**src/rtl/swb_pkg.sv**
```systemverilog
package swb_pkg;
  typedef enum logic [1:0] {
    OP_LOAD_A  = 2'b00,
    OP_SHIFT_A = 2'b01,
    OP_LOAD_B  = 2'b10,
    OP_B_SRC   = 2'b11
  } op_t;

  typedef enum logic [1:0] {
    ST_IDLE = 2'b00,
    ST_LDA  = 2'b01,
    ST_LDB  = 2'b10
  } st_t;

  // flat element number of (row, col) in an n-wide window
  function automatic int elem_num(input int r, input int c, input int n);
    return r * n + c;
  endfunction

  // next value of a counter that stops at lim
  function automatic int sat_inc(input int v, input int lim);
    return (v >= lim) ? lim : v + 1;
  endfunction
endpackage

```
**src/rtl/swb_ctrl.sv**
```systemverilog
module swb_ctrl import swb_pkg::*; #(
  parameter int N  = 3,
  parameter int RW = 2,
  parameter int BW = 4
) (
  input  logic          clk,
  input  logic          rst_n,
  input  logic          cmd_valid,
  input  logic [1:0]    cmd_op,
  input  logic          cmd_arg,
  input  logic          pix_valid,
  output logic          a_wr,
  output logic          a_shift,
  output logic [RW-1:0] a_row,
  output logic          b_wr,
  output logic [BW-1:0] b_idx,
  output logic          fb_sel,
  output logic          window_ready
);
  localparam int NN = N * N;
  localparam int CW = $clog2(N + 1);

  st_t           state;
  logic [CW-1:0] cols_left;
  logic [CW-1:0] cols_seen;
  logic          a_cmd_done;
  logic          idle_cmd;

  assign idle_cmd   = cmd_valid && (state == ST_IDLE);
  assign a_wr       = (state == ST_LDA) && pix_valid;
  assign a_shift    = a_wr && (a_row == RW'(N - 1));
  assign a_cmd_done = a_shift && (cols_left == '0);
  assign b_wr       = (state == ST_LDB) && pix_valid;

  always_ff @(posedge clk) begin
    if (!rst_n) begin
      state        <= ST_IDLE;
      cols_left    <= '0;
      cols_seen    <= '0;
      a_row        <= '0;
      b_idx        <= '0;
      fb_sel       <= 1'b0;
      window_ready <= 1'b0;
    end else begin
      window_ready <= a_cmd_done &&
                      (sat_inc(int'(cols_seen), N) >= N);
      if (a_shift)
        cols_seen <= CW'(sat_inc(int'(cols_seen), N));
      case (state)
        ST_IDLE: if (idle_cmd) begin
          case (op_t'(cmd_op))
            OP_LOAD_A:  begin state <= ST_LDA; cols_left <= CW'(N - 1); a_row <= '0; end
            OP_SHIFT_A: begin state <= ST_LDA; cols_left <= '0;         a_row <= '0; end
            OP_LOAD_B:  begin state <= ST_LDB; b_idx <= '0; fb_sel <= 1'b0; end
            default:    fb_sel <= cmd_arg;
          endcase
        end
        ST_LDA: if (a_wr) begin
          if (a_shift) begin
            a_row <= '0;
            if (cols_left == '0) state <= ST_IDLE;
            else cols_left <= cols_left - 1'b1;
          end else begin
            a_row <= a_row + 1'b1;
          end
        end
        ST_LDB: if (b_wr) begin
          if (b_idx == BW'(NN - 1)) state <= ST_IDLE;
          else b_idx <= b_idx + 1'b1;
        end
        default: state <= ST_IDLE;
      endcase
    end
  end


  ready_idle_chk: assert property (@(posedge clk) disable iff (!rst_n)
    window_ready |-> (state == ST_IDLE));

  one_target_chk: assert property (@(posedge clk) disable iff (!rst_n)
    $onehot0({a_wr, b_wr}));

  busy_cmd_chk: assert property (@(posedge clk) disable iff (!rst_n)
    (state == ST_LDB && cmd_valid && !b_wr) |=> (state == ST_LDB));
endmodule

```
**src/rtl/swb_abank.sv**
```systemverilog
module swb_abank import swb_pkg::*; #(
  parameter int N  = 3,
  parameter int DW = 8,
  parameter int RW = 2
) (
  input  logic              clk,
  input  logic              rst_n,
  input  logic              a_wr,
  input  logic              a_shift,
  input  logic [RW-1:0]     a_row,
  input  logic [DW-1:0]     pix,
  output logic [N*N*DW-1:0] a_flat
);
  logic [DW-1:0] a_q   [N][N];
  logic [DW-1:0] stage [N];
  logic [DW-1:0] col_in[N];

  always_comb begin
    for (int r = 0; r < N; r++)
      col_in[r] = (r == N - 1) ? pix : stage[r];
  end

  always_ff @(posedge clk) begin
    if (!rst_n) begin
      for (int r = 0; r < N; r++) begin
        stage[r] <= '0;
        for (int c = 0; c < N; c++) a_q[r][c] <= '0;
      end
    end else if (a_shift) begin
      for (int r = 0; r < N; r++) begin
        for (int c = 0; c < N - 1; c++) a_q[r][c] <= a_q[r][c+1];
        a_q[r][N-1] <= col_in[r];
      end
    end else if (a_wr) begin
      stage[a_row] <= pix;
    end
  end

  for (genvar r = 0; r < N; r++) begin : g_row
    for (genvar c = 0; c < N; c++) begin : g_col
      assign a_flat[elem_num(r, c, N)*DW +: DW] = a_q[r][c];
    end
  end


  a_hold_chk: assert property (@(posedge clk) disable iff (!rst_n)
    !a_shift |=> $stable(a_flat));

  a_newpix_chk: assert property (@(posedge clk) disable iff (!rst_n)
    a_shift |=> (a_q[N-1][N-1] == $past(pix)));
  if (N > 1) begin : g_reuse

    a_reuse_chk: assert property (@(posedge clk) disable iff (!rst_n)
      a_shift |=> (a_q[0][0] == $past(a_q[0][1])));
  end
endmodule

```
**src/rtl/swb_bbank.sv**
```systemverilog
module swb_bbank #(
  parameter int N  = 3,
  parameter int DW = 8,
  parameter int BW = 4
) (
  input  logic              clk,
  input  logic              rst_n,
  input  logic              b_wr,
  input  logic [BW-1:0]     b_idx,
  input  logic [DW-1:0]     pix,
  input  logic              fb_sel,
  input  logic              q_valid,
  input  logic [N*N*DW-1:0] q_data,
  output logic [N*N*DW-1:0] b_flat
);
  localparam int NN = N * N;

  logic [DW-1:0] b_q [NN];
  logic          fb_take;

  assign fb_take = fb_sel && q_valid && !b_wr;

  always_ff @(posedge clk) begin
    if (!rst_n) begin
      for (int k = 0; k < NN; k++) b_q[k] <= '0;
    end else if (b_wr) begin
      b_q[b_idx] <= pix;
    end else if (fb_take) begin
      for (int k = 0; k < NN; k++) b_q[k] <= q_data[k*DW +: DW];
    end
  end

  for (genvar k = 0; k < NN; k++) begin : g_el
    assign b_flat[k*DW +: DW] = b_q[k];
  end


  b_fb_chk: assert property (@(posedge clk) disable iff (!rst_n)
    fb_take |=> (b_flat == $past(q_data)));

  b_hold_chk: assert property (@(posedge clk) disable iff (!rst_n)
    (!b_wr && !(fb_sel && q_valid)) |=> $stable(b_flat));
endmodule

```
**src/rtl/slide_win_bank.sv**
```systemverilog
module slide_win_bank #(
  parameter int N  = 3,
  parameter int DW = 8
) (
  input  logic              clk,
  input  logic              rst_n,
  input  logic              cmd_valid,
  input  logic [1:0]        cmd_op,
  input  logic              cmd_arg,
  input  logic              pix_valid,
  input  logic [DW-1:0]     pix_data,
  input  logic              q_valid,
  input  logic [N*N*DW-1:0] q_data,
  output logic [N*N*DW-1:0] a_win,
  output logic [N*N*DW-1:0] b_win,
  output logic              window_ready
);
  localparam int NN = N * N;
  localparam int RW = (N > 1) ? $clog2(N) : 1;
  localparam int BW = (NN > 1) ? $clog2(NN) : 1;

  logic          a_wr, a_shift, b_wr, fb_sel;
  logic [RW-1:0] a_row;
  logic [BW-1:0] b_idx;

  swb_ctrl #(.N(N), .RW(RW), .BW(BW)) u_ctrl (
    .clk(clk), .rst_n(rst_n), .cmd_valid(cmd_valid), .cmd_op(cmd_op),
    .cmd_arg(cmd_arg), .pix_valid(pix_valid), .a_wr(a_wr), .a_shift(a_shift),
    .a_row(a_row), .b_wr(b_wr), .b_idx(b_idx), .fb_sel(fb_sel),
    .window_ready(window_ready));

  swb_abank #(.N(N), .DW(DW), .RW(RW)) u_abank (
    .clk(clk), .rst_n(rst_n), .a_wr(a_wr), .a_shift(a_shift), .a_row(a_row),
    .pix(pix_data), .a_flat(a_win));

  swb_bbank #(.N(N), .DW(DW), .BW(BW)) u_bbank (
    .clk(clk), .rst_n(rst_n), .b_wr(b_wr), .b_idx(b_idx), .pix(pix_data),
    .fb_sel(fb_sel), .q_valid(q_valid), .q_data(q_data), .b_flat(b_win));
endmodule

```
**config.mk**
```make
export PLATFORM = sky130hd
export DESIGN_NAME = slide_win_bank
export DESIGN_NICKNAME = d
export VERILOG_FILES = /design/src/rtl/swb_pkg.sv /design/src/rtl/swb_ctrl.sv /design/src/rtl/swb_abank.sv /design/src/rtl/swb_bbank.sv /design/src/rtl/slide_win_bank.sv
export SDC_FILE = /design/constraint.sdc
export NUM_CORES = 1
export LEC_CHECK = 0
export BUFFER_PORTS_ARGS = -buffer_cell sky130_fd_sc_hd__buf_2
export CORE_ASPECT_RATIO = 1.1
export CORE_MARGIN = 1
export CORE_UTILIZATION = 30
export CTS_BUF_LIST = sky130_fd_sc_hd__clkbuf_8
export DETAILED_ROUTE_END_ITERATION = 10
export PLACE_DENSITY = 0.5
export SYNTH_ARGS = -nofsm -noshare
export SYNTH_HDL_FRONTEND = slang
export SYNTH_SLANG_ARGS = --single-unit
```
**constraint.sdc**
```tcl
create_clock -name clk -period 7.5 [get_ports clk]
set_input_delay 1.5 -clock clk [delete_from_list [all_inputs] [get_ports clk]]
set_output_delay 1.5 -clock clk [all_outputs]
set_load 0.02 [all_outputs]
```
# == After elaboration in Yosys (flattened, before gate mapping) ==
# Memory sizes are Yosys's and may differ from the RTL's.
# Index checks and enable logic that the tools add are counted.
# W data, S select, Z words.
# totals
register_bits,14
ramBits,168
in_bits,88
word_cells,140
memories,3
# classes
addsub,4
n_lt_le_gt_ge,2
eq_ne,18
n_mux,65
bitwise,19
reduce_logical,22
# mem_list
memory,depth,word_bits,read_ports,rd_clocked_by_memory_dff,wr,line,rtl
u_abank.a_q,3,24,3,0,3,swb_abank.sv:14,logic [DW-1:0] a_q [N][N];
u_bbank.b_q,9,8,9,0,9,swb_bbank.sv:18,logic [DW-1:0] b_q [NN];
u_abank.stage,3,8,2,0,3,swb_abank.sv:15,logic [DW-1:0] stage [N];
# ops
operator,count
$mux W8,20
$ge A32 B3 Y1 const B,1
$mux W32,1
$mux W2,15
$mux W4,5
$or A1 B1 Y1,18
$mux W1,17
$pmux W2 S2,4
$reduce_or A8 Y1,2
$ne A2 B2 Y1 const B,6
$logic_and A1 B1 Y1,8
$ne A2 B1 Y1 const B,4
$pmux W4 S2,1
$reduce_and A7 Y1,1
$eq A2 B2 Y1 const B,3
$logic_not A2 Y1,3
$ne A3 B3 Y1 const B,2
$pmux W2 S3,1
$reduce_and A6 Y1,1
$reduce_and A5 Y1,1
$add A4 B1 Y4 const B,1
$eq A2 B1 Y1 const B,2
$eq A4 B4 Y1 const B,1
$reduce_and A4 Y1,1
10 further kinds,11

# == Logic depth before layout (Yosys ltp) ==
# Gate-level depths: netlist of run 1.
# depth
depth_word,10
depth_mapped,7
depth_no_buf,6

# == Hierarchy ==
# Synthesis of run 1 repeated with hierarchy kept, for this count alone.
# unflattened
hier_cells,504
area_unflattened_um2,7529.7
# modules_own_cells
mod,instances,cells_per_inst,area_each_um2,seq_area_each_um2
swb_bbank,1,204,3375.7,2162.1
swb_abank,1,201,3328.2,2642.5
swb_ctrl,1,99,825.8,280.3

# == Worst setup path before layout of run 1 ==
# Ideal clock, no wire load.
# synth_timing
path_kind,input-to-reg
startpoint,in rst_n
endpoint,mem u_abank.a_q[0][0] (netlist bit) (enable)
setup_ns,0.745
arrival_time_ns,2.990
setup_slack_ns,3.765
cell_stages,2
n_path_buf,1
path_cell_list,clkbuf_1 > nand2_1
# synth_rtl
element,line,rtl
"start, declared",slide_win_bank.sv:6,"input logic rst_n,"
"end, declared",swb_abank.sv:14,

==> summary.md, run 1 <==
| Metric | Value |
|---|---|
| Port bufs | `232` |
| Hold Fails Final Rpt | `0` |
| CTS tree | `yes` |
| Final ANT Viol Nets | `0` |
| Starting density of the core | `0.306` |
| Seq/Total Area, Yosys | `0.704` |
| Peak VDD IR | `0.103 mV` |
| Die area | `0.0247 mm2` |
| Max_slew headroom | `0.194` |
| Initial DRC Count | `320` |
| Clock Path Buffers | `2` |
| Async SR Flop Fraction | `0` |
| Crit start category | `input pin` |
| Crit-path max FO | `15` |
| DRT Pass-1 Iters | `5` |
| Worst setup margin | `4160 ps` |
| Placed Area | `0.00856 mm2` |
| First-pass GRT wire length | `28000 um` |
| Dpl hpwl | `13700 um` |
| CTS Hold Buffers Added | `0` |
| RSZ-0062 raised after global routing | `no` |
| GRT overflow | `0` |
| Worst-path clk slew | `90 ps` |
| Fmax | `299 MHz` |
| Top cells by area, synth | `edfxtp_1 66%, a22o_1 8.7%, and2_1 8.4%` |
| Detailed-route via count | `4828` |
| Remaining DRCs | `0` |
| Width of the chip | `roughly 150 um` |
| Tmin final | `3340 ps` |
| Mapped Cells | `483` |
| Area growth, synth to finish | `24.3%` |
| GRT Overall Usage | `0.156` |
| Htree depth | `4` |
| Arr. time, crit path | `~3500 ps` |
| Total wire length | `roughly 19000 um` |
| Postcts setup bufs | `0` |
| Layout cell share with drive strength beyond 1 | `0.388` |
| Clock Skews | `13.0 ps` |
| Yosys cell types | `42` |
| Clk sinks | `between 150 and 200` |
| Setup violations, final | `0` |
| Total negative slack | `0 ps` |
| Crit end category | `flip-flop` |
| GP Congestion | `0.872` |
| Number of global-route vias before repair | `4827` |
| Total power | `1970 uW` |
| Post-synth top area cell | `edfxtp_1` |
| Number of enable flip-flop cells after synthesis | `160` |
| Die Span Y | `165 um` |
| Fin nets | `792` |
| # IOs | `233` |
| Slew Viols, Final | `0` |
| Drt via density | `4.74` |
| Hold slack | `472 ps` |
| Drt wl/cell | `18.7 um` |
| CTS Root Cell | `clkbuf_8` |
| Clk Latency, worst-skew pair | `between 400 and 500 ps` |
| Post-Syn Area | `0.00723 mm2` |
| Pleak | `0.00375 uW` |
| Largest net degree at the start of global routing | `74` |
| Yosys reg bits | `174` |
| Period utilisation layout | `0.446` |
| Worst slack, placed | `approximately 3600 ps` |
| Commonest non-fill, non-tap cells in the layout | `232 x buf_2, 160 x edfxtp_1, 96 x and2_1` |
| Min-delay worst type | `flip-flop to flip-flop` |
| # Max-Cap Violations | `0` |
| Required @ worst endpoint | `7610 ps` |
| Total CTS buffers | `17` |
| YS warnings | `0` |
| Final instance area | `0.00898 mm2` |
| Slew @ Worst Pin | `1210 ps` |
| WS Path Type | `input pin to flip-flop` |
| Syn Area/Cell | `around 15 um2` |
| # rows | `59` |
| PwrDens | `about 220 mW/mm2` |
| Top cell type's share of synthesized area | `0.665` |
| Ys flop type | `edfxtp_1` |
| Synthesized netlist net count | `between 500 and 600` |
| Most common cell after layout, fill and taps aside | `buf_2` |
| Core footprint | `0.0236 mm2` |
| Filler cells | `2310` |
| Antenna violations before repair | `5` |
| Outcome | `finished clean` |
| CTS resizes | `0` |
==> report_power, final <==
part | internal (uW) | switching (uW) | leakage, uW | total [uW]
combinational | 54.4 | 116 | 0.00177 | 171
clock | 336 | 354 | 0.000213 | 690
sequential | 1090 | 17.2 | 0.00177 | 1110
==> final cells by class <==
class / instances / area (um2) / share of cell area
antenna: 2 / 5.00 / 0.000557
timing repair buffer: 233 / 1170 / 0.130
sequential: 174 / 5080 / 0.566
clock inverter: 15 / 180 / 0.0201
tap: 305 / 382 / 0.0425
clock buffer: 17 / 234 / 0.0261
inverter: 9 / 33.8 / 0.00376
multi-input combinational: 264 / 1890 / 0.211
==> Yosys cell counts, types with 2 or more instances <==
cell type and count:
edfxtp_1 160, nand2_1 12, dfxtp_1 14, mux2i_1 3
buf_4 3, nand3_1 7, o21a_1 2, ha_1 5
and3_1 4, nor4_1 2, clkbuf_1 16, buf_6 9
nand2b_1 15, o21ai_0 4, nor3_1 2, and2_1 97
nor2_1 7, nand4b_1 2, a21oi_1 8, a22o_1 72
nor2b_1 3, inv_1 9, buf_2 8
==> cells by family after synthesis <==
kind of cell	after synthesis	synth area share
compound gates	94	0.109
fa+ha+maj	5	0.00866
buf+inv	45	0.0357
flops	174	0.704
mux	3	0.00416
simple gates	162	0.139
==> worst max-delay path, stage by stage <==
cell and delay [ps]:
buf_2 280, nand2_1 270, nor4_1 580, and2_1 430, nand2b_1 380
==> metrics by stage <==
stage / cells / util
2_1_floorplan: 483 / -
3_3_place_gp: 985 / 0.362
3_5_place_dp: 985 / 0.362
4_1_cts: 1017 / 0.380
5_1_grt: 1018 / 0.380
6_report: 1019 / 0.380
==> per-layer routing <==
| metal | routed length (um) | share of wire | GRT usage |
|---|---|---|---|
| met1 | 7580 | 0.40 | 0.181 |
| met2 | 9280 | 0.49 | 0.263 |
| met3 | 1860 | 0.097 | 0.0608 |
| met4 | 337 | 0.018 | 0.0528 |
| met5 | 41 | 0.0021 | 0 |
==> state kept, by name (all words and copies together) (netlist names) <==
signal,cells
u_abank.a_q,72
u_abank.stage,16
u_bbank.b_q,72
u_ctrl.a_row,2
u_ctrl.b_idx,4
u_ctrl.cols_left,2
u_ctrl.cols_seen,2
u_ctrl.fb_sel,1
u_ctrl.state,2
u_ctrl.window_ready,1
==> final timing paths <==
check                           depth (start not counted)  slack [ps]                              from                                to
worst max-delay path                                    5        4160                             rst_n       u_bbank.b_q[0][6]$_DFFE_PP_
worst max register to register                          4        4870      u_ctrl.state[0]$_SDFFE_PN0P_  u_abank.a_q[0][50]$_SDFFCE_PN0P_
worst min-delay path                                    2         470  u_ctrl.cols_left[1]$_SDFFE_PN0P_  u_ctrl.cols_left[1]$_SDFFE_PN0P_
worst min register to register                          2         470  u_ctrl.cols_left[1]$_SDFFE_PN0P_  u_ctrl.cols_left[1]$_SDFFE_PN0P_
(Power assumes the default switching activity.)
==> run 2, diff against run 1 <==
Clock period 7.5 ns to 3.45 ns, I/O delays scaled along.
==> run 2 against run 1 <==
Against the previous run: via count rose by 0.17%; cell area up 0.82%; clock power rose by 110%; register-to-register slack got worse by 3900 ps; hold slack gained 1.9 ps; non-clock buffer count rose by 7; sequential power is 120% higher; utilization grew 0.31 points; sequential share of layout area shrank 0.46 points; critical path type is now flip-flop to flip-flop.
==> summary.md, run 2 (synthesis results as in run 1) <==
| Metric | Value |
|---|---|
| Outcome | `finished clean (unchanged)` |
| Total negative slack | `0 ps (unchanged)` |
| Clk sinks | `174 (unchanged)` |
| Min-delay worst type | `flip-flop to flip-flop (unchanged)` |
| Total CTS buffers | `17 (unchanged)` |
| GRT overflow | `0 (unchanged)` |
| Crit path launch | `u_ctrl.state[0]$_SDFFE_PN0P_ (was rst_n)` |
| Required @ worst endpoint | `3600 ps (was 7610 ps)` |
| Number of global-route vias before repair | `4748 (was 4827)` |
| Commonest non-fill, non-tap cells in the layout | `232 x buf_2, 160 x edfxtp_1, 96 x and2_1 (unchanged)` |
| # IOs | `233 (unchanged)` |
| Worst slack, placed | `670 ps (was 3590 ps)` |
| Remaining DRCs | `0 (unchanged)` |
| Worst R2R Start | `u_ctrl.state[0]$_SDFFE_PN0P_ (unchanged)` |
| Biggest regs | `u_abank.a_q (72), u_bbank.b_q (72), u_abank.stage (16) (unchanged)` |
| Reg-to-reg slack, setup | `930 ps (was 4870 ps)` |
| Setup violations, final | `0 (unchanged)` |
| CTS resizes | `0 (unchanged)` |
| Top Layer Used | `met5 (unchanged)` |
| R2r endpoint | `u_abank.a_q[0][35]$_SDFFCE_PN0P_ (was u_abank.a_q[0][50]$_SDFFCE_PN0P_)` |
| Antenna violations before repair | `4 (was 5)` |
| Clk Latency, worst-skew pair | `450 ps (was 440 ps)` |
| Slew @ Worst Pin | `679 ps (was 1210 ps)` |
| Worst-path clk slew | `90 ps (about the same)` |
| Pleak | `0.00378 uW (was 0.00375 uW)` |
| Drt wl/cell | `18.5 um (was 18.7 um)` |
| Largest net degree at the start of global routing | `41 (was 74)` |
| Htree depth | `4 (unchanged)` |
| Peak VDD IR | `0.201 mV (was 0.103 mV)` |
| Worst setup path endpoint | `u_abank.a_q[0][35]$_SDFFCE_PN0P_ (was u_bbank.b_q[0][6]$_DFFE_PP_)` |
| Arr. time, crit path | `2660 ps (was 3450 ps)` |
| CTS Hold Buffers Added | `0 (unchanged)` |
| RSZ-0062 raised after global routing | `no (unchanged)` |
| # rows | `59 (unchanged)` |
| Hold slack | `474 ps (was 472 ps)` |
| Drt via density | `4.72 (was 4.74)` |
| Final ANT Viol Nets | `0 (unchanged)` |
| Period utilisation layout | `0.729` |
| # placed instances | `992 (was 985)` |
| Starting density of the core | `0.306 (unchanged)` |
| Filler cells | `2304 (was 2310)` |
| Crit end category | `flip-flop (unchanged)` |
| Dpl hpwl | `13800 um (was 13700 um)` |
| Postcts setup bufs | `0 (unchanged)` |
| Crit-path max FO | `37 (was 15)` |
| Core footprint | `0.0236 mm2 (unchanged)` |
| Worst setup margin | `934 ps (was 4160 ps)` |
| Slew Viols, Final | `0 (unchanged)` |
| Non-Filler Instances | `1025 (was 1019)` |
| Fin util | `0.383 (was 0.380)` |
| WS Path Type | `flip-flop to flip-flop (was input pin to flip-flop)` |
| Hold Fails Final Rpt | `0 (unchanged)` |
| PwrDens | `469 mW/mm2 (was 220 mW/mm2)` |
| Detailed-route via count | `4836 (was 4828)` |
| Fin nets | `799 (was 792)` |
| GRT Overall Usage | `0.153 (was 0.156)` |
| Max_slew headroom | `0.546 (was 0.194)` |
| Met3 routed WL | `1880 um (was 1860 um)` |
| Clock Path Buffers | `2 (unchanged)` |
| Width of the chip | `150 um (unchanged)` |
| Met2 wire len | `9030 um (was 9280 um)` |
| CTS tree | `yes (unchanged)` |
| Area growth, synth to finish | `25.3% (was 24.3%)` |
| Tmin final | `2520 ps` |
| Die area | `0.0247 mm2 (unchanged)` |
| Layout cell share with drive strength beyond 1 | `0.391 (was 0.388)` |
| First-pass GRT wire length | `27200 um (was 28000 um)` |
| Die Span Y | `165 um (unchanged)` |
| R2r worst-path depth | `4 (unchanged)` |
| GP Congestion | `0.869 (was 0.872)` |
| DRT Pass-1 Iters | `5 (unchanged)` |
| # Max-Cap Violations | `0 (unchanged)` |
| CTS Root Cell | `clkbuf_8 (unchanged)` |
| Fmax | `397 MHz` |
| DRT met1 WL | `7670 um (was 7580 um)` |
| Port bufs | `232 (unchanged)` |
| Total wire length | `18900 um (was 19100 um)` |
| Most common cell after layout, fill and taps aside | `buf_2 (unchanged)` |
| Initial DRC Count | `249 (was 320)` |
| Clock Skews | `10.8 ps (was 13.0 ps)` |
| Crit start category | `flip-flop (was input pin)` |
run 2: cell types whose count changed in the layout (fill, tap and decap cells not counted), sizes merged:
cell / before / now
buf: 233 / 240
clkinv: 5 / 7
clkinvlp: 0 / 1
diode: 2 / 1
inv: 16 / 13
run 2: report_power, final:
| part | internal [uW] | leakage, uW | switching (uW) | total [uW] |
|---|---|---|---|---|
| clock network | 714 | 0.000201 | 743 | 1460 |
| logic | 122 | 0.00181 | 252 | 374 |
| registers | 2380 | 0.00177 | 39.3 | 2420 |
| total | 3210 | 0.00378 | 1030 | 4250 |
run 2: stage by stage:
step	area [um2]	total power, uW
after floorplan	7230	2660
after global placement	8650	2840
after detailed placement	8650	2840
after CTS	9050	4290
after global routing	9050	4400
final	9050	4250
run 2: worst min path at each step:
stage / endpoint / cells after the start / startpoint / slack (ps)
after global placement: u_ctrl.cols_left[1]$_SDFFE_PN0P_ / 2 / u_ctrl.cols_left[1]$_SDFFE_PN0P_ / 440
after detailed placement: u_ctrl.cols_seen[0]$_SDFFE_PN0P_ / 2 / u_ctrl.cols_seen[1]$_SDFFE_PN0P_ / 460
after floorplan: u_ctrl.cols_left[1]$_SDFFE_PN0P_ / 2 / u_ctrl.cols_left[1]$_SDFFE_PN0P_ / 430
after CTS: u_ctrl.fb_sel$_SDFFE_PN0P_ / 3 / cmd_arg / 470
final: u_ctrl.cols_left[1]$_SDFFE_PN0P_ / 2 / u_ctrl.cols_left[1]$_SDFFE_PN0P_ / 470
after global routing: u_ctrl.fb_sel$_SDFFE_PN0P_ / 3 / cmd_arg / 480
run 2: worst max-delay path: stages, from the launching register on:
cell     delay, ps
dfxtp_1        540
nor2b_1        580
nand3_1        320
nand2_4        460
buf_12         280
run 2: per-layer routing:
layer / GRT usage / vias up
met5: 0 / -
met4: 0.0546 / 4
met3: 0.0572 / 27
met2: 0.253 / 257
met1: 0.182 / 2302
li1: - / 2246
run 2: cell type report:
cell class / instances / area (um2) / area share
diodes: 1 / 2.50 / 0.000276
clock buffers: 17 / 234 / 0.0258
clock inverters: 15 / 166 / 0.0184
inverters: 9 / 33.8 / 0.00373
multi-input cells: 264 / 1890 / 0.209
flip-flops and latches: 174 / 5080 / 0.562
well taps: 305 / 382 / 0.0422
repair buffers: 240 / 1260 / 0.139
